`src/rtl/scan_pkg.sv`:
```
package scan_pkg;

   // Sequencer phases of the built-in scan test
   typedef enum logic [2:0] {
      ST_IDLE,
      ST_FLUSH,
      ST_LOAD,
      ST_CAPTURE,
      ST_UNLOAD_LOAD,
      ST_FINAL_UNLOAD,
      ST_DONE
   } scan_state_e;

endpackage

```
`src/rtl/scan_chain.sv`:
```
// Chain of flip-flops, each fed by a 2:1 selector (functional data or previous stage)
module scan_chain #(
   parameter int LEN = 8
) (
   input  logic           clk,
   input  logic           rst_n,
   input  logic           shift_en,
   input  logic           scan_si,
   input  logic [LEN-1:0] d_func,
   output logic [LEN-1:0] q,
   output logic           scan_so
);

   logic [LEN-1:0] link;

   assign link[0] = scan_si;

   for (genvar i = 0; i < LEN; i++) begin : g_cell
      if (i > 0) begin : g_link
         assign link[i] = q[i-1];
      end
      always_ff @(posedge clk or negedge rst_n) begin
         if (!rst_n) q[i] <= 1'b0;
         else        q[i] <= shift_en ? link[i] : d_func[i];
      end
   end

   assign scan_so = q[LEN-1];

endmodule

```
`src/rtl/scan_pattern_store.sv`:
```
// Stimulus / expected-response store; contents follow an arithmetic rule
module scan_pattern_store #(
   parameter int             LEN        = 8,
   parameter int             NPAT       = 4,
   parameter int             PW         = 2,
   parameter logic [LEN-1:0] SEED       = '0,
   parameter logic [LEN-1:0] STEP       = '0,
   parameter logic [LEN-1:0] MASK       = '0,
   parameter bit             TABLE_MODE = 1'b1
) (
   input  logic [PW-1:0]  stim_idx,
   input  logic [PW-1:0]  resp_idx,
   output logic [LEN-1:0] stim_vec,
   output logic [LEN-1:0] resp_vec
);

   function automatic logic [LEN-1:0] gen_stim(input logic [PW-1:0] k);
      return SEED + STEP * LEN'(k);
   endfunction

   function automatic logic [LEN-1:0] gen_resp(input logic [LEN-1:0] s);
      return {s[LEN-2:0], s[LEN-1]} ^ MASK;
   endfunction

   if (TABLE_MODE) begin : g_table
      logic [LEN-1:0] stim_tab [NPAT];
      logic [LEN-1:0] resp_tab [NPAT];
      for (genvar p = 0; p < NPAT; p++) begin : g_row
         assign stim_tab[p] = gen_stim(PW'(p));
         assign resp_tab[p] = gen_resp(gen_stim(PW'(p)));
      end
      assign stim_vec = stim_tab[stim_idx];
      assign resp_vec = resp_tab[resp_idx];
   end else begin : g_calc
      assign stim_vec = gen_stim(stim_idx);
      assign resp_vec = gen_resp(gen_stim(resp_idx));
   end

endmodule

```
`src/rtl/scan_seq.sv`:
```
// Sequencer: flush check, load, capture, overlapped unload/load, final unload
module scan_seq
   import scan_pkg::*;
#(
   parameter int LEN  = 8,
   parameter int NPAT = 4,
   parameter int PW   = 2
) (
   input  logic           clk,
   input  logic           rst_n,
   input  logic           test_mode,
   input  logic           run,
   input  logic           scan_so,
   input  logic           pin_si,
   input  logic [LEN-1:0] stim_vec,
   input  logic [LEN-1:0] resp_vec,
   output logic [PW-1:0]  stim_idx,
   output logic [PW-1:0]  resp_idx,
   output logic           shift_en,
   output logic           chain_si,
   output logic           done,
   output logic           fail
);

   localparam int             CW         = $clog2(2 * LEN);
   localparam int             IW         = $clog2(LEN);
   localparam logic [CW-1:0]  FLUSH_LAST = CW'(2 * LEN - 1);
   localparam logic [CW-1:0]  SHIFT_LAST = CW'(LEN - 1);
   localparam logic [CW-1:0]  LEN_C      = CW'(LEN);
   localparam logic           LEN_ODD    = 1'((LEN % 2) == 1);
   localparam logic [PW-1:0]  PAT_LAST   = PW'(NPAT - 1);

   scan_state_e    state;
   logic [CW-1:0]  cnt;
   logic [PW-1:0]  pidx;
   logic [PW-1:0]  nxt_idx;
   logic [IW-1:0]  bit_pos;
   logic           cmp_en;
   logic           exp_bit;
   logic           mismatch;

   always_comb begin
      shift_en = test_mode && (state != ST_CAPTURE);
      bit_pos  = IW'(LEN - 1) - cnt[IW-1:0];
      nxt_idx  = (pidx == PAT_LAST) ? PAT_LAST : pidx + PW'(1);
      stim_idx = (state == ST_LOAD) ? '0 : nxt_idx;
      resp_idx = pidx;
      chain_si = 1'b0;
      cmp_en   = 1'b0;
      exp_bit  = 1'b0;
      unique case (state)
         ST_IDLE, ST_DONE: chain_si = pin_si;
         ST_FLUSH: begin
            chain_si = ~cnt[0];
            cmp_en   = (cnt >= LEN_C);
            exp_bit  = ~(cnt[0] ^ LEN_ODD);
         end
         ST_LOAD: chain_si = stim_vec[bit_pos];
         ST_UNLOAD_LOAD: begin
            chain_si = stim_vec[bit_pos];
            cmp_en   = 1'b1;
            exp_bit  = resp_vec[bit_pos];
         end
         ST_FINAL_UNLOAD: begin
            cmp_en   = 1'b1;
            exp_bit  = resp_vec[bit_pos];
         end
         default: chain_si = 1'b0;
      endcase
      mismatch = test_mode && cmp_en && (scan_so != exp_bit);
   end

   always_ff @(posedge clk or negedge rst_n) begin
      if (!rst_n) begin
         state <= ST_IDLE;
         cnt   <= '0;
         pidx  <= '0;
         fail  <= 1'b0;
      end else if (!test_mode) begin
         state <= ST_IDLE;
         cnt   <= '0;
         pidx  <= '0;
      end else begin
         if (mismatch) fail <= 1'b1;
         unique case (state)
            ST_IDLE: if (run) begin
               state <= ST_FLUSH;
               cnt   <= '0;
               pidx  <= '0;
               fail  <= 1'b0;
            end
            ST_FLUSH: begin
               if (cnt == FLUSH_LAST) begin
                  state <= ST_LOAD;
                  cnt   <= '0;
               end else cnt <= cnt + CW'(1);
            end
            ST_LOAD: begin
               if (cnt == SHIFT_LAST) begin
                  state <= ST_CAPTURE;
                  cnt   <= '0;
               end else cnt <= cnt + CW'(1);
            end
            ST_CAPTURE: begin
               state <= (pidx == PAT_LAST) ? ST_FINAL_UNLOAD : ST_UNLOAD_LOAD;
               cnt   <= '0;
            end
            ST_UNLOAD_LOAD: begin
               if (cnt == SHIFT_LAST) begin
                  state <= ST_CAPTURE;
                  cnt   <= '0;
                  pidx  <= nxt_idx;
               end else cnt <= cnt + CW'(1);
            end
            ST_FINAL_UNLOAD: begin
               if (cnt == SHIFT_LAST) begin
                  state <= ST_DONE;
                  cnt   <= '0;
               end else cnt <= cnt + CW'(1);
            end
            default: state <= ST_DONE;
         endcase
      end
   end

   assign done = (state == ST_DONE);

endmodule

```
`src/rtl/scan_test_ctrl.sv`:
```
// Top: scan chain, pattern store, sequencer and shared-pin steering
module scan_test_ctrl #(
   parameter int                   CHAIN_LEN  = 8,
   parameter int                   NUM_PAT    = 4,
   parameter logic [CHAIN_LEN-1:0] PAT_SEED   = CHAIN_LEN'(165),
   parameter logic [CHAIN_LEN-1:0] PAT_STEP   = CHAIN_LEN'(59),
   parameter logic [CHAIN_LEN-1:0] RESP_MASK  = CHAIN_LEN'(90),
   parameter bit                   TABLE_MODE = 1'b1
) (
   input  logic                 clk,
   input  logic                 rst_n,
   input  logic                 test_mode,
   input  logic                 run,
   input  logic                 pin_in,
   output logic                 pin_out,
   output logic                 core_in,
   input  logic                 core_out,
   input  logic [CHAIN_LEN-1:0] func_next,
   output logic [CHAIN_LEN-1:0] present_state,
   output logic                 scan_en,
   output logic                 done,
   output logic                 fail
);

   localparam int PW = (NUM_PAT > 1) ? $clog2(NUM_PAT) : 1;

   if (CHAIN_LEN < 2) begin : g_bad_len
      $error("scan_test_ctrl: CHAIN_LEN must be at least 2");
   end
   if (NUM_PAT < 1 || NUM_PAT > 256) begin : g_bad_npat
      $error("scan_test_ctrl: NUM_PAT must lie in 1..256");
   end

   logic                 chain_si;
   logic                 scan_so;
   logic [PW-1:0]        stim_idx;
   logic [PW-1:0]        resp_idx;
   logic [CHAIN_LEN-1:0] stim_vec;
   logic [CHAIN_LEN-1:0] resp_vec;

   scan_seq #(
      .LEN  (CHAIN_LEN),
      .NPAT (NUM_PAT),
      .PW   (PW)
   ) u_seq (
      .clk       (clk),
      .rst_n     (rst_n),
      .test_mode (test_mode),
      .run       (run),
      .scan_so   (scan_so),
      .pin_si    (pin_in),
      .stim_vec  (stim_vec),
      .resp_vec  (resp_vec),
      .stim_idx  (stim_idx),
      .resp_idx  (resp_idx),
      .shift_en  (scan_en),
      .chain_si  (chain_si),
      .done      (done),
      .fail      (fail)
   );

   scan_pattern_store #(
      .LEN        (CHAIN_LEN),
      .NPAT       (NUM_PAT),
      .PW         (PW),
      .SEED       (PAT_SEED),
      .STEP       (PAT_STEP),
      .MASK       (RESP_MASK),
      .TABLE_MODE (TABLE_MODE)
   ) u_store (
      .stim_idx (stim_idx),
      .resp_idx (resp_idx),
      .stim_vec (stim_vec),
      .resp_vec (resp_vec)
   );

   scan_chain #(
      .LEN (CHAIN_LEN)
   ) u_chain (
      .clk      (clk),
      .rst_n    (rst_n),
      .shift_en (scan_en),
      .scan_si  (chain_si),
      .d_func   (func_next),
      .q        (present_state),
      .scan_so  (scan_so)
   );

   // Shared pins: functional data when test_mode is 0, chain data when 1
   assign pin_out = test_mode ? scan_so : core_out;
   assign core_in = test_mode ? 1'b0 : pin_in;

endmodule

```
`config.mk`:
```
export PLATFORM = sky130hd
export DESIGN_NAME = scan_test_ctrl
export DESIGN_NICKNAME = d
export VERILOG_FILES = /design/src/rtl/scan_pkg.sv /design/src/rtl/scan_chain.sv /design/src/rtl/scan_pattern_store.sv /design/src/rtl/scan_seq.sv /design/src/rtl/scan_test_ctrl.sv
export SDC_FILE = /design/constraint.sdc
export NUM_CORES = 1
export LEC_CHECK = 0
export ABC_AREA = 1
export BUFFER_PORTS_ARGS = -buffer_cell sky130_fd_sc_hd__clkbuf_2
export CORE_UTILIZATION = 38
export CTS_CLUSTER_DIAMETER = 30
export DETAILED_ROUTE_END_ITERATION = 12
export GPL_TIMING_DRIVEN = 0
export PLACE_DENSITY = 0.65
export SLEW_MARGIN = 25
export SYNTH_ARGS = -nofsm -noshare
export SYNTH_HDL_FRONTEND = slang
export SYNTH_SLANG_ARGS = --single-unit
```
`constraint.sdc`:
```
create_clock -name clk -period 1.9 [get_ports clk]
set_input_delay 0.38 -clock clk [delete_from_list [all_inputs] [get_ports clk]]
set_output_delay 0.38 -clock clk [all_outputs]
set_load 0.01 [all_outputs]
```
==> results of run 1 <==
==> timing repair <==
action / in CTS / in global routing
hold buffers: 0 / 0
endpoints found under the setup margin: 1 / 1
resized for setup: 1 / 1
==> synth_stat cells (all sizes together), types with 2 or more instances <==
master | n | area, um2
dfrtp | 18 | 450
nand3 | 13 | 70.1
o21ai | 12 | 67.6
ha | 5 | 62.6
nand4 | 4 | 25.0
a21boi | 2 | 30.0
nor3 | 3 | 20.0
inv | 26 | 97.6
a21oi | 10 | 50.1
nand2 | 59 | 224
buf | 2 | 12.5
nor2 | 14 | 55.1
==> cell type report <==
type | instances | area, um2 | area share [%]
Clock buffer | 4 | 36.3 | 2.53
Tap cell | 44 | 55.1 | 3.84
Multi-Input combinational cell | 127 | 653 | 45.5
Buffer | 3 | 16.3 | 1.13
Sequential cell | 18 | 450 | 31.4
Inverter | 26 | 97.6 | 6.81
Timing Repair Buffer | 25 | 125 | 8.73
==> cell families after synthesis <==
family / share of synthesized area [%]
compound gates: 14.7
fa+ha+maj: 5.19
buf+inv: 9.44
flops: 37.3
simple gates: 33.3
==> path summary, 6_finish.rpt <==
check / slack (ns) / endpoint / from
min reg2reg: 0.46 / u_chain.scan_so / u_chain.q[6]
min: -0.01 / u_seq.resp_idx[0] / rst_n
max: 0.12 / scan_en / u_seq.state[1]
max reg2reg: 0.27 / u_seq.fail / u_seq.resp_idx[1]
min in group clk: 0.26 / u_chain.scan_so / func_next[7]
max in group asynchronous: 1.58 / u_seq.cnt[1] / rst_n
==> through the flow <==
step	hold WS (ns)	std cells
2_1_floorplan	0.0844	174
3_3_place_gp	0.357	243
3_5_place_dp	0.357	243
4_1_cts	0.00824	247
5_1_grt	0.0342	247
6_report	-0.0104	247
==> routing by layer <==
metal | wire (um) | track usage, %
met1 | 1220 | 23.4
met2 | 1220 | 26.9
met3 | 160 | 4.18
met4 | 25 | 2.04
met5 | 0 | 0
==> cell usage in the layout, fill, tap and decap left out, drive strengths merged <==
cell and count:
nor3b 1, o211ai 1, o21ai 12, nor2 14, o31ai 1, a21oi 10, a21boi 2, o311ai 1
o22ai 1, nand3 13, inv 26, ha 5, dfrtp 18, buf 2, nand2 59, nor3 3
clkbuf 30, nand4 4
==> flip-flops by register name (all words and copies together), names as in the netlist <==
| name | flops |
|---|---|
| u_seq.state | 3 |
| u_chain.q | 7 |
| u_seq.cnt | 4 |
| u_seq.fail | 1 |
| u_seq.resp_idx | 2 |
| u_chain.scan_so | 1 |
==> report_power, final <==
part	switching (W)	total [W]	internal (W)
Clock	0.000130	0.000247	0.000117
Sequential	0.0000932	0.000581	0.000488
Combinational	0.000608	0.000940	0.000332
Total	0.000832	0.00177	0.000937
==> worst max-delay path: stages (launching register included) <==
cell	delay, ns
dfrtp_1	0.45
inv_1	0.15
nor3_4	0.08
nor2_4	0.23
clkbuf_2	0.19
==> summary.txt, run 1 <==
Run status
  • Status: finished with violations
  • Failing checks: hold timing

Worst setup path
  • CP Capture Type: output port
  • Worst setup SP type: flop
  • CP Class: flop to output port
  • Data arrival, critical path: 1.40 ns
  • Worst Reg-to-Reg Cells: 13
  • Max Fanout on Critical Path: 10
  • Worst path required time: 1.52 ns

Synthesis
  • Sequential share of the synthesized area: 37.3%
  • Cell variety after synth: 27
  • Synthesized flop and latch total: 18
  • Synthesis Warnings: 0
  • Post-Syn Nets: 193
  • Cells after Synth: 174
  • Synth Flop Type: dfrtp_1
  • Asr flop ratio synth: 100%
  • Post-synth EDFFs: 0
  • Mapped cell area: 1210 um2
  • Avg Inst Size Synth: 6.93 um2

Clock network
  • CTS tree: yes
  • Max Root-Sink Buffers: 2
  • Setup Fix Bufs, Post-CTS: 0
  • Skew-Pair Late Insertion Delay: 0.31 ns
  • Total CTS buffers: 3
  • Reg clk slew, reported paths: 0.12 ns
  • Clk root buf: clkbuf_4
  • H-tree depth: 1
  • Clock Sink Count: 18

Power
  • Leak: 0.785 nW
  • Total chip power: 0.00177 W
  • Pwr Density: 1230 nW/um2
  • Maximum VDD drop: 0.500 mV

Cells and area
  • Post-layout util: 47.4%
  • Syn-to-layout area delta: 18.9%
  • Design Area, Final: 1430 um2
  • Fill cells: 321
  • Layout cell share with drive strength beyond 1: 21.2%
  • Final #Nets: 223
  • Antenna fix cells: 0

Place
  • PortBufs: 25
  • Area post-placement: 1390 um2
  • Placer Congestion: 0.841
  • Pre-CTS WS: 0.174 ns
  • Post-DP HPWL: 2.03 mm

Timing
  • Total negative setup slack: 0 ns
  • RSZ-0062 raised after global routing: no
  • Final Slew Violations: 0
  • Worst Clk Skew: 0.0151 ns
  • Final setup viols: 0
  • Tcrit/Tclk final: 93.8%
  • WHS: -0.0104 ns
  • Final hold vios: 8
  • Slew headroom: 69.7%
  • Max Clk Rate: 561 MHz
  • Minimum clock period after layout: 1.78 ns
  • Final WS setup: 0.117 ns
  • Slew at the pin closest to its max-slew limit: 0.454 ns

Floorplanning
  • Initial Util: 39.8%
  • I/O pins: 27
  • Core footprint: 3030 um2
  • Die H: 58.3 um
  • Die Area: 3400 um2
  • Die Width: 58.3 um
  • Site row count: 20

Route
  • Post-route ant nets: 0
  • DR vias/cell: 4.91
  • Routed via count: 1,213
  • Routed len/inst: 10.6 um
  • # DRC: 0
  • Initial DRC Count: 53
  • First-pass iteration count of the detailed router: 4
  • Final wirelength: 2.63 mm

Global route
  • Pin count of the biggest net entering global routing: 19
  • Number of global-route vias before repair: 1,024
  • Final global-route overflow total: 0
  • GR Util All Layers: 16.7%
  • Initial antenna violation count: 0
  • First-pass GRT wire length: 4.37 mm

Flow run
  • MaxCap Viol Count: 0

Worst hold path
  • Type of the worst min-delay path: input pin to asynchronous set/reset pin
Note: power is estimated with default switching activity, not from simulation.
==> run 2: changes to the inputs <==
--- a/config.mk
+++ b/config.mk
@@ -11,7 +11,9 @@
 export CTS_CLUSTER_DIAMETER = 30
 export DETAILED_ROUTE_END_ITERATION = 12
 export GPL_TIMING_DRIVEN = 0
+export HOLD_SLACK_MARGIN = 0.05
 export PLACE_DENSITY = 0.65
+export REMOVE_ABC_BUFFERS = 1
 export SLEW_MARGIN = 25
 export SYNTH_ARGS = -nofsm -noshare
 export SYNTH_HDL_FRONTEND = slang
==> summary.txt, run 2 (synthesized netlist as in run 1, its figures left out) <==
Run status
  • Status: complete, no violations

Global route
  • GR Util All Layers: 17.5%
  • Final global-route overflow total: 0
  • Initial antenna violation count: 0
  • Number of global-route vias before repair: 1,020
  • Pin count of the biggest net entering global routing: 19
  • First-pass GRT wire length: 4.50 mm

Clock network
  • Clk root buf: clkbuf_4
  • Clock Sink Count: 18
  • Total CTS buffers: 3
  • Skew-Pair Late Insertion Delay: 0.32 ns
  • H-tree depth: 1
  • Max Root-Sink Buffers: 2
  • Reg clk slew, reported paths: 0.12 ns
  • Setup Fix Bufs, Post-CTS: 0
  • CTS tree: yes

Floorplanning
  • Site row count: 20
  • Die Width: 58.3 um
  • Initial Util: 39.8%
  • Die H: 58.3 um
  • Die Area: 3400 um2
  • I/O pins: 27
  • Core footprint: 3030 um2

Route
  • Routed via count: 1,191
  • Post-route ant nets: 0
  • # DRC: 0
  • DR vias/cell: 4.84
  • Routed len/inst: 10.7 um
  • Final wirelength: 2.64 mm
  • First-pass iteration count of the detailed router: 4
  • Initial DRC Count: 54

Cells and area
  • Layout cell share with drive strength beyond 1: 20.8%
  • Max reg flops: 7
  • Commonest non-fill, non-tap cells in the layout: nand2_1, clkbuf_2, inv_1, dfrtp_1, nor2_1
  • Syn-to-layout area delta: 18.8%
  • Most flops, register: u_chain.q
  • Biggest regs: u_chain.q x7, u_seq.cnt x4, u_seq.state x3
  • Final #Nets: 222
  • Most common cell after layout, fill and taps aside: nand2_1
  • Antenna fix cells: 0
  • Fill cells: 317

Timing
  • Worst Clk Skew: 0.0105 ns
  • RSZ-0062 raised after global routing: no
  • Slew at the pin closest to its max-slew limit: 0.465 ns
  • Final WS setup: 0.118 ns
  • Slew headroom: 69.0%
  • Tcrit/Tclk final: 93.8%
  • Final setup viols: 0
  • Total negative setup slack: 0 ns
  • Max Clk Rate: 561 MHz
  • Final Slew Violations: 0
  • Final hold vios: 0
  • Minimum clock period after layout: 1.78 ns

Power
  • Clock Power Share: 14.3%
  • Pwr Density: 1230 nW/um2
  • Logic pwr share: 51.6%
  • P_int: 0.000929 W
  • Sw Pwr: 0.000837 W
  • Net Sw Frac: 47.4%
  • Maximum VDD drop: 0.469 mV
  • Leak: 0.783 nW
  • Reg power frac: 34.1%

Place
  • Placer Congestion: 0.884
  • Pre-CTS WS: 0.177 ns
  • PortBufs: 26
  • Post-DP HPWL: 1.96 mm

Worst setup path
  • Worst setup SP type: flop
  • Slowest library cell on the worst path: dfrtp_1
  • Max Fanout on Critical Path: 10
  • CP max stage delay: 0.44 ns
  • Buf/Inv on CP: 2
  • CP cell instances: inv_1 > nor3_4 > nor2_4 > clkbuf_2
  • Worst path required time: 1.52 ns
  • Worst path top cell family by delay: flip-flops
  • CP Capture Type: output port
  • Data arrival, critical path: 1.40 ns
  • CP Class: flop to output port

Flow run
  • MaxCap Viol Count: 0

Worst hold path
  • Type of the worst min-delay path: input pin to flop
==> run 2: changes by cell type in the layout (fill, tap and decap cells not counted), sizes merged <==
cell         delta
buf             -2
dlygate4sd3     +1
==> run 2: area by class of cell <==
cell class / count / area (um2) / share of cell area [%]
Inverter: 26 / 97.6 / 6.81
Timing Repair Buffer: 27 / 140 / 9.78
Sequential cell: 18 / 450 / 31.4
Clock buffer: 4 / 36.3 / 2.53
Tap cell: 44 / 55.1 / 3.84
Multi-Input combinational cell: 127 / 653 / 45.6
==> run 2: worst min-delay path, cell delays in order <==
cell,delay (ns)
clkbuf_2,0.07
nand2_1,0.05
nand2_1,0.04
==> run 2: final timing paths <==
path                           startpoint           endpoint  slack [ns]  cells past startpoint
max in group asynchronous           rst_n       u_seq.cnt[3]        1.04                      2
min                          func_next[1]       u_chain.q[1]        0.25                      3
min in group asynchronous           rst_n  u_seq.resp_idx[0]        0.53                      2
max reg2reg                  u_seq.cnt[0]     u_seq.state[1]        0.21                      7
min reg2reg                  u_chain.q[5]       u_chain.q[6]        0.48                      2
max                        u_seq.state[1]            scan_en        0.12                      4
==> run 2: routing by layer <==
layer	GRT usage [%]	part of all wire (%)	vias to the layer above
li1	-	-	613
met2	26.4	42	40
met1	24.9	51	530
met4	8.50	2.5	0
met3	2.20	4.6	8
met5	0	0	-
==> run 2: what timing repair did <==
item                                    CTS  global route
hold endpoints to repair                 18             0
endpoints found under the setup margin    1             1
gates resized for setup                   1             1
gates cloned                              0             0
hold buffers                              1             0
==> run 2: through the flow <==
stage	instances	power, W	util, %	cell area [um2]	hold WS [ns]
5_1_grt	246	0.00195	47.3	1430	0.263
2_1_floorplan	171	0.00125	-	1190	0.0844
3_3_place_gp	241	0.00149	45.4	1380	0.355
6_report	246	0.00177	47.3	1430	0.251
4_1_cts	246	0.00176	47.1	1430	0.252
3_5_place_dp	241	0.00149	45.4	1380	0.359
==> run 2: power groups by stage <==
stage	clock network (W)	logic (W)	registers, W
4_1_cts	0.000259	0.000899	0.000598
3_3_place_gp	0	0.000889	0.000606
3_5_place_dp	0	0.000890	0.000603
5_1_grt	0.000272	0.00106	0.000618
2_1_floorplan	0	0.000647	0.000607
6_report	0.000253	0.000911	0.000602
==> run 3: changes to the inputs <==
--- a/config.mk
+++ b/config.mk
@@ -5,7 +5,6 @@
 export SDC_FILE = /design/constraint.sdc
 export NUM_CORES = 1
 export LEC_CHECK = 0
-export ABC_AREA = 1
 export BUFFER_PORTS_ARGS = -buffer_cell sky130_fd_sc_hd__clkbuf_2
 export CORE_UTILIZATION = 38
 export CTS_CLUSTER_DIAMETER = 30
==> summary.txt, run 3 <==
Synthesis
  • Synth top area share: 32.7%
  • Leading area contributor after synthesis: dfrtp_1
  • Area contributors post-synth: dfrtp_1, mux2_1, ha_1, mux2i_1, buf_4
  • Cells after Synth: 144
  • Mapped cell area: 1380 um2
  • Synth Flop Type: dfrtp_1
  • Cell variety after synth: 60
  • Sequential share of the synthesized area: 32.7%
  • Synthesis Warnings: 0
  • Synthesized flop and latch total: 18
  • Most common cell in the netlist: dfrtp_1
  • Synth top cells by count: dfrtp_1, inv_1, mux2_1, nand2_1, nor2_1
  • Asr flop ratio synth: 100%
  • Post-synth EDFFs: 0
  • Avg Inst Size Synth: 9.57 um2

Place
  • Placer Congestion: 0.739
  • Post-DP HPWL: 2.11 mm
  • PortBufs: 26
  • Placed insts: 204
  • Area post-placement: 1490 um2

Floorplanning
  • Core footprint: 3420 um2
  • Die H: 62.2 um
  • Initial Util: 40.3%
  • Site row count: 21
  • I/O pins: 27
  • Die Area: 3870 um2
  • Die Width: 62.2 um

Timing
  • Final Slew Violations: 0
  • Max Clk Rate: 553 MHz
  • Minimum clock period after layout: 1.81 ns
  • Final hold vios: 0
  • Slew headroom: 70.0%
  • Total negative setup slack: 0 ns
  • Tcrit/Tclk final: 95.2%
  • Worst Clk Skew: 0.00928 ns
  • Slew at the pin closest to its max-slew limit: 0.449 ns
  • Final setup viols: 0
  • RSZ-0062 raised after global routing: no

Route
  • Post-route ant nets: 0
  • First-pass iteration count of the detailed router: 4
  • Routed via count: 1,203
  • Final wirelength: 3.13 mm
  • Routed len/inst: 14.2 um
  • DR vias/cell: 5.47
  • # DRC: 0
  • Initial DRC Count: 36

Cells and area
  • Most flops, register: u_chain.q
  • Design Area, Final: 1640 um2
  • Non-filler cells, final: 220
  • Antenna fix cells: 0
  • Commonest non-fill, non-tap cells in the layout: clkbuf_2, dfrtp_1, buf_4
  • Layout cell share with drive strength beyond 1: 35.6%
  • Syn-to-layout area delta: 19.3%
  • Biggest regs: u_chain.q x7, u_seq.cnt x4, u_seq.state x3
  • Max reg flops: 7
  • Most common cell after layout, fill and taps aside: clkbuf_2
  • Final #Nets: 194

Power
  • Maximum VDD drop: 0.526 mV
  • Pwr Density: 938 nW/um2
  • Leak: 0.700 nW

Global route
  • First-pass GRT wire length: 5.22 mm
  • Pin count of the biggest net entering global routing: 25
  • GR Util All Layers: 17.0%
  • Initial antenna violation count: 0
  • Number of global-route vias before repair: 1,081
  • Final global-route overflow total: 0

Worst setup path
  • Worst path required time: 1.52 ns
  • CP Capture Type: output port
  • Max Fanout on Critical Path: 13
  • Worst setup SP type: flop
  • Data arrival, critical path: 1.43 ns
  • Minimum setup slack among reg-to-reg paths: 0.12 ns
  • CP Class: flop to output port

Clock network
  • Skew-Pair Late Insertion Delay: 0.30 ns
  • Max Root-Sink Buffers: 2
  • Clock Sink Count: 18
  • CTS tree: yes
  • Clk root buf: clkbuf_4
  • H-tree depth: 1
  • Reg clk slew, reported paths: 0.10 ns
  • Total CTS buffers: 3

Run status
  • Status: complete, no violations

Flow run
  • MaxCap Viol Count: 0

Worst hold path
  • Type of the worst min-delay path: input pin to flop
## run 3: cell count changes in the layout (fill, tap and decap cells not counted), sizes merged, moves of 3 or more
| cell | previous run | this run |
|---|---|---|
| nand2 | 59 | 9 |
| mux2i | 0 | 4 |
| nor3b | 1 | 5 |
| nand4 | 4 | 1 |
| a21oi | 10 | 4 |
| nand3 | 13 | 4 |
| mux2 | 0 | 9 |
| inv | 26 | 9 |
| nor2b | 0 | 4 |
| o21ai | 12 | 7 |
| nor2 | 14 | 8 |
| buf | 0 | 11 |
## run 3: cell type report
class / instances / area [um2]
fillers: 332 / 1770
well taps: 46 / 57.6
inverters: 9 / 33.8
repair buffers: 38 / 223
flip-flops and latches: 18 / 462
clock buffers: 4 / 36.3
multi-input cells: 105 / 831
## run 3: final timing paths
check | startpoint | end | depth (start not counted)
min in group asynchronous | rst_n | u_seq.state[0] | 2
max | u_seq.state[2] | scan_en | 4
min | func_next[4] | u_chain.q[4] | 2
min reg2reg | u_chain.q[5] | u_chain.q[6] | 1
max in group asynchronous | rst_n | u_seq.state[2] | 2
max reg2reg | u_seq.cnt[0] | u_seq.state[0] | 5
## run 3: timing repair
action	CTS	global route
endpoints found under the setup margin	7	6
cloned	0	0
setup buffers	2	9
endpoints found under the hold margin	18	0
resized for setup	8	4
pin swaps	2	3
hold buffers	1	0
## run 3: logic make-up (layout without fill, tap and decap cells)
| family | Yosys count | after routing | synth area share (%) |
|---|---|---|---|
| flops | 18 | 18 | 32.7 |
| fa+ha+maj | 5 | 5 | 4.54 |
| xor+xnor | 2 | 2 | 1.27 |
| simple gates | 50 | 50 | 22.6 |
| buf+inv | 21 | 51 | 7.99 |
| mux | 13 | 13 | 10.3 |
| compound gates | 35 | 35 | 20.6 |
## run 3: layer usage
metal	routed length, um	global-route usage (%)	share of wire (%)	vias up
met3	164	3.49	5.2	5
met5	0	0	0	-
met1	1500	23.3	48	571
met4	21	3.49	0.67	0
li1	-	-	-	584
met2	1450	27.5	46	43
## run 3: worst max-delay path, cell delays in order (launching register included)
cell and delay [ns]:
dfrtp_4 0.57, nand3b_1 0.25, nand2_4 0.16, inv_2 0.03
clkbuf_2 0.11
## run 3: power by group
group | internal [W] | leakage, nW | total, W | switching (W)
clock | 0.000117 | 0.0210 | 0.000240 | 0.000123
combinational | 0.000334 | 0.457 | 0.000691 | 0.000357
sequential | 0.000465 | 0.222 | 0.000610 | 0.000145
## run 3: per-stage QoR
stage               utilization (%)  setup slack, ns  power (W)  hold slack (ns)
global placement               43.6          -0.0819    0.00117            0.339
finish                         48.1           0.0919    0.00154            0.302
CTS                            45.8          0.00785    0.00148            0.301
detailed placement             43.6           -0.138    0.00120            0.343
floorplan                         -            0.120    0.00101           0.0844
global route                   48.1           0.0125    0.00167            0.294
